===== src/rtl/logstep_wiper.sv =====
module logstep_wiper #(
  parameter int W = 10,
  parameter logic [W-1:0] PRESET_A = 10'd300,
  parameter logic [W-1:0] PRESET_B = 10'd77
) (
  input  logic         clk,
  input  logic         rst,
  input  logic         cmd_valid,
  input  logic [2:0]   cmd_op,
  input  logic [W-1:0] load_val,
  input  logic         nv_slot,
  output logic [W-1:0] wiper,
  output logic         read_mode
);
  localparam logic [2:0] OP_NOP = 3'd0;
  localparam logic [2:0] OP_LD  = 3'd1;
  localparam logic [2:0] OP_SHL = 3'd2;
  localparam logic [2:0] OP_SHR = 3'd3;
  localparam logic [2:0] OP_RST = 3'd4;
  localparam logic [W-1:0] MID  = W'(1) << (W-1);
  localparam logic [W-1:0] FULL = '1;

  logic [W-1:0] shl_val, shr_val, nv_val;

  assign shl_val = (wiper == '0)  ? W'(1) :
                   (wiper >= MID) ? FULL  : {wiper[W-2:0], 1'b0};
  assign shr_val = {1'b0, wiper[W-1:1]};
  assign nv_val  = nv_slot ? PRESET_B : PRESET_A;

  always_ff @(posedge clk) begin
    if (rst) begin
      wiper     <= PRESET_A;
      read_mode <= 1'b0;
    end else if (cmd_valid) begin
      case (cmd_op)
        OP_NOP: read_mode <= 1'b0;
        OP_LD:  wiper <= load_val;
        OP_SHL: wiper <= shl_val;
        OP_SHR: wiper <= shr_val;
        OP_RST: begin
          wiper     <= nv_val;
          read_mode <= 1'b1;
        end
        default: ;
      endcase
    end
  end
endmodule


===== config.mk =====
export PLATFORM = sky130hd
export DESIGN_NAME = logstep_wiper
export DESIGN_NICKNAME = d
export VERILOG_FILES = /design/src/rtl/logstep_wiper.sv
export SDC_FILE = /design/constraint.sdc
export NUM_CORES = 1
export LEC_CHECK = 0
export CORE_MARGIN = 1.5
export CORE_UTILIZATION = 35
export DETAILED_ROUTE_END_ITERATION = 10
export DONT_BUFFER_PORTS = 1
export GPL_ROUTABILITY_DRIVEN = 0
export SETUP_SLACK_MARGIN = 0.5
export SYNTH_ARGS = -nofsm -noshare
export SYNTH_HDL_FRONTEND = slang
export SYNTH_SLANG_ARGS = --single-unit

===== constraint.sdc =====
create_clock -name clk -period 1.9 [get_ports clk]
set_clock_uncertainty 0.1 [all_clocks]
set_input_delay 0.38 -clock clk [delete_from_list [all_inputs] [get_ports clk]]
set_output_delay 0.38 -clock clk [all_outputs]
set_load 0.02 [all_outputs]

==> impl_metrics.yaml, run 1 <==
setup_path:
  crit_fanout: 5
  worstSetupStartpointType: "flop"
  cp_data_required_time_ns: 2.02
  endpoint_kind: "flop"
  crit_type: "reg -> reg"
  crit_arrival_ns: 1.46
run_status:
  status: "complete, no violations"
die:
  start_util: 0.385
  die-area_sq_um: 2520
  io_pins: 28
  core_sq_um: 2020
  die_h_um: 50.2
  rows: 16
  dieWidth_um: 50.2
sta:
  drv_slew: 0
  period_minus_slack_ns: 1.33
  post-route-period-util: 0.700
  finalHoldViolCount: 0
  max_clock_freq_ghz: 0.752
  tns_ns: 0
  final.setup.worst_slack_ns: 0.569
  relSlewSlack: 0.702
  setup_viol: 0
  rsz0062_at_grt: "no"
  worst_pin_slew_ns: 0.446
routing:
  wl_per_cell_um: 16.1
  vias: 801
  ant_nets: 0
  dr.pass1.iters: 4
  routed_wl_um: 2130
  drc: 0
  drt_iter0_markers: 26
  drt-vias-per-instance: 6.07
global_route:
  antenna_found_initial: 0
  grt_pass1_wl_um: 3560
  grt_use_total: 0.182
  grt_pass1_vias: 761
  gr-total-overflow: 0
  grt_max_degree: 26
cts:
  cts_tree: "built"
  post-cts-setup-buffers: 0
  clk_latency_ns: 0.27
  clock_sinks: 11
  cts_max_level: 1
  cts-root-buf: "clkbuf_4"
  clkSlewWorstSetupHoldPaths_ns: 0.07
  hold_buffers: 0
  cts_buffers: 3
  ctsLongestPathBuffers: 2
synth:
  synthTopCellsByArea: "dfxtp_1 (28%), o21ai_0 (9.6%), nor2_1 (7.2%)"
  yosysSeqAreaShare: 0.283
  avgSynthCellArea_sq_um: 7.14
  synth_top_area_cell: "dfxtp_1"
  synth-seq-cells: 11
  synth_flop_cell: "dfxtp_1"
  syn_nets: 126
  async_flop_share: 0
  postSynthCellCount: 109
  yosys_warnings: 0
  synth-edff-count: 0
  netlist_area_sq_um: 778
  synth_top_area_share: 0.283
  yosysUniqueCellTypes: 34
  synth_common_cells: "nor2_1 (15), o21ai_0 (15), dfxtp_1 (11)"
place:
  dp_cells: 128
  dp_slack_ns: 0.334
  dp_hpwl_um: 1520
  io_buffers: 0
power_and_ir_drop:
  p_per_area_nw_per_um2: 675
  p_seq_frac: 0.533
  p_comb_frac: 0.171
  swShare: 0.320
  leakage_nw: 0.300
  clockPowerShare: 0.296
  switchingPower_uw: 176
  vdd_ir_drop_max_mv: 0.428
  intPower_uw: 375
flow_run:
  cap_violations: 0
cells_and_area:
  areaGrowthSynthToFinish_pct: 4.82
  drive_gt1_frac: 0.114
  final_util: 0.403
  antennaDiodeCount: 0
  layout.nets: 123
  instances_no_fill: 132
min_path:
  holdCritPathClass: "in -> reg"
-- cells by family after synthesis --
logic type      synth area share
compound gates             0.330
buf+inv                   0.0820
flops                      0.283
simple gates               0.305
-- layout make-up --
type,instances,area (sq um)
tap,27,33.8
clock buffer,4,26.3
multi-input combinational,85,508
timing repair buffer,1,7.51
inverter,4,15.0
sequential,11,225
fill,212,1210
-- per-stage QoR --
step / hold WS, ns / power, mW / cell area (sq um)
floorplan: 0.433 / 0.388 / 793
global placement: 0.352 / 0.390 / 778
detailed placement: 0.355 / 0.390 / 778
CTS: 0.0602 / 0.553 / 806
global route: 0.0588 / 0.582 / 816
finish: 0.0652 / 0.551 / 816
-- power by group through the flow --
stage	sequential (mW)	combinational, mW	clock (mW)
CTS	0.293	0.0923	0.168
floorplan	0.287	0.101	0
global route	0.297	0.109	0.177
detailed placement	0.298	0.0920	0
finish	0.293	0.0943	0.163
global placement	0.298	0.0917	0
-- metal layers --
layer	up-vias	GRT usage	wire length, um
li1	391	-	-
met1	366	0.256	996
met2	39	0.259	921
met3	5	0.0357	170
met4	0	0.0972	37
met5	-	0	0
-- critical path, stage by stage, from the launching register on --
cell and delay, ns:
dfxtp_1 0.52, nor2b_1 0.17, nor3_1 0.06, a2111oi_2 0.30, a211o_1 0.13
-- registers in the layout (all words and copies together), names as in the netlist --
| signal | cells |
|---|---|
| read_mode | 1 |
| wiper | 10 |
-- what timing repair did --
item,CTS,global route
pin swaps,0,1
cloned,0,0
gates resized for setup,1,4
endpoints found under the setup margin,3,1
-- worst paths after layout --
| kind | slack (ns) | to | cells after the start | startpoint |
|---|---|---|---|---|
| setup / recovery | 0.57 | wiper[8]$_SDFFE_PP1P_ | 4 | wiper[7]$_SDFFE_PP0P_ |
| hold / removal | 0.07 | read_mode$_SDFFE_PP0P_ | 1 | rst |
| setup reg to reg | 0.57 | wiper[8]$_SDFFE_PP1P_ | 4 | wiper[7]$_SDFFE_PP0P_ |
| hold reg to reg | 0.45 | read_mode$_SDFFE_PP0P_ | 2 | read_mode$_SDFFE_PP0P_ |
-- placed cells by master, fill, tap and decap left out, drive strengths merged --
| cell type | count |
|---|---|
| nand2 | 8 |
| inv | 4 |
| o21ai | 16 |
| a211o | 1 |
| o21ba | 1 |
| nand3 | 1 |
| o211a | 1 |
| nand2b | 1 |
| nor4 | 2 |
| buf | 1 |
| a2111oi | 2 |
| o22ai | 1 |
| or3b | 1 |
| a41oi | 1 |
| dfxtp | 11 |
| a31oi | 1 |
| nor3 | 8 |
| clkbuf | 4 |
| nor3b | 4 |
| a21oi | 9 |
| nand4 | 1 |
| a41o | 1 |
| a22oi | 1 |
| nor2 | 15 |
| nor2b | 4 |
| and3 | 1 |
| a221oi | 3 |
| o21a | 1 |
No activity file was read; power rests on OpenSTA's default activity.
==> run 2, diff against run 1 <==
ABC_AREA = 1   (was unset)
clock period = 1.14 ns   (was 1.9 ns; I/O delays follow)
==> run 2 against run 1 <==
Against the previous run: the run now ends with negative hold slack left; total power up 85%; hold slack worse by 0.17 ns; sequential power up 62%; core utilization up 10 points; critical endpoint is now wiper[9].
==> impl_metrics.yaml, run 2 <==
run_status:
  status: "finished, violations left"
  violations: "negative hold slack"
place:
  io_buffers: 0
  dp_hpwl_um: 1600
  placed_cell_area_sq_um: 906
power_and_ir_drop:
  leakage_nw: 0.483
  vdd_ir_drop_max_mv: 0.436
  p_per_area_nw_per_um2: 1010
die:
  io_pins: 28
  die_h_um: 49.7
  core_sq_um: 2000
  rows: 16
  die-area_sq_um: 2470
  dieWidth_um: 49.7
  start_util: 0.382
sta:
  drv_slew: 0
  setup_viol: 0
  rsz0062_at_grt: "yes"
  worst_pin_slew_ns: 0.236
  post-route-period-util: 0.979
  holdWs_ns: -0.106
  period_minus_slack_ns: 1.12
  finalHoldViolCount: 4
  tns_ns: 0
  max_clock_freq_ghz: 0.896
  relSlewSlack: 0.842
setup_path:
  crit_path_top_delay_cell: "dfxtp_4"
  crit_arrival_ns: 0.79
  worstSetupStartpointType: "flop"
  critPathTopFamily: "flip-flops"
  crit_type: "reg -> out"
  critPathMaxStageDelay_ns: 0.39
  cp_num_buf_inv: 1
  cp_data_required_time_ns: 0.81
  crit_fanout: 6
  endpoint_kind: "output port"
  crit_chain: "buf_6"
synth:
  avgSynthCellArea_sq_um: 6.07
  yosysSeqAreaShare: 0.288
  synth_top_area_cell: "dfxtp_1"
  synthTopCellsByArea: "dfxtp_1 (29%), nand2_1 (18%), nor2_1 (9.8%)"
  synth_common_cells: "nand2_1 (37), nor2_1 (20), inv_1 (13)"
  synth-edff-count: 0
  syn_nets: 143
  postSynthCellCount: 126
  yosysUniqueCellTypes: 21
  netlist_area_sq_um: 764
  synth-seq-cells: 11
  yosys_warnings: 0
  synth_flop_cell: "dfxtp_1"
  synth_top_area_share: 0.288
  yosysMostFrequentCell: "nand2_1"
  async_flop_share: 0
global_route:
  antenna_found_initial: 0
  grt_use_total: 0.190
  gr-total-overflow: 0
  grt_pass1_wl_um: 3550
  grt_pass1_vias: 765
  grt_max_degree: 14
routing:
  dr.pass1.iters: 4
  drt_iter0_markers: 14
  wl_per_cell_um: 13.3
  drt-vias-per-instance: 5.17
  routed_wl_um: 2190
  drc: 0
  ant_nets: 0
  vias: 853
cells_and_area:
  layout_common_cells: "nand2_1 (36), nor2_1 (16), inv_1 (11), dfxtp_4 (11), nand3_1 (9)"
  antennaDiodeCount: 0
  top_regs: "wiper (10), read_mode (1)"
  finalInstanceArea_sq_um: 1010
  regMostFlops: "wiper"
  largest_reg_flops: 10
  layout.nets: 156
  final_util: 0.506
  final_common_cell: "nand2_1"
  drive_gt1_frac: 0.341
  areaGrowthSynthToFinish_pct: 32.4
min_path:
  holdCritPathClass: "in -> reg"
cts:
  cts_buffers: 3
  cts_max_level: 1
  cts-root-buf: "clkbuf_4"
  clk_latency_ns: 0.27
  cts_tree: "built"
  clkSlewWorstSetupHoldPaths_ns: 0.08
  clock_sinks: 11
  ctsLongestPathBuffers: 2
flow_run:
  cap_violations: 0
-- run 2: per-stage QoR --
step                      setup WS, ns  hold WS, ns  std cells  power (mW)
after floorplan                 0.0700        0.187        126       0.651
after global placement         -0.0308        0.191        157       0.703
after detailed placement       -0.0402        0.191        157       0.705
after CTS                       0.0200       -0.111        164        1.02
after global routing           -0.0602       -0.118        165        1.09
final                           0.0238       -0.106        165        1.02
-- run 2: layer usage --
metal  vias to the layer above  share of wire  track usage
met4                         0          0.013       0.0833
met3                         4          0.066       0.0455
met1                       389           0.42        0.235
met2                        25           0.50        0.311
met5                         -              0            0
li1                        435              -            -
-- run 2: path summary, 6_finish.rpt --
kind	start	to	slack [ns]	depth (start not counted)
worst max-delay path	wiper[9]$_SDFFE_PP0P_	wiper[9]	0.02	1
worst min-delay path	rst	read_mode$_SDFFE_PP0P_	-0.11	1
worst max register to register	wiper[9]$_SDFFE_PP0P_	wiper[1]$_SDFFE_PP0P_	0.03	7
worst min register to register	read_mode$_SDFFE_PP0P_	read_mode$_SDFFE_PP0P_	0.40	2
-- run 2: cell type report --
class                   count  area (sq um)
fillers                   223           990
multi-input cells          98           536
flip-flops and latches     11           262
repair buffers             10          93.8
inverters                  15          61.3
well taps                  27          33.8
clock buffers               4          26.3
-- run 2: logic make-up after synthesis --
kind of cell           Yosys count  share of synthesized area
AO/OA/AOI/OAI                   18                      0.129
flip-flops                      11                      0.288
AND/OR/NAND/NOR                 80                      0.484
buffers and inverters           17                     0.0982
-- run 2: worst reg2reg max path, delay by kind of cell (launching register included) --
family,cells,cell delay [ns]
AO/OA/AOI/OAI,1,0.06
buffers and inverters,1,0.13
flip-flops,1,0.37
AND/OR/NAND/NOR,5,0.33
-- run 2: repair_timing --
| item | in CTS | in global routing |
|---|---|---|
| endpoints found under the setup margin | 22 | 22 |
| resized for setup | 13 | 6 |
| endpoints found under the hold margin | 5 | 5 |
| pin swaps | 12 | 6 |
| setup buffers | 3 | 1 |
-- run 2: where the power goes --
group	total, mW	internal, mW	switching (mW)
combinational	0.266	0.117	0.149
clock	0.278	0.136	0.142
sequential	0.474	0.408	0.0662
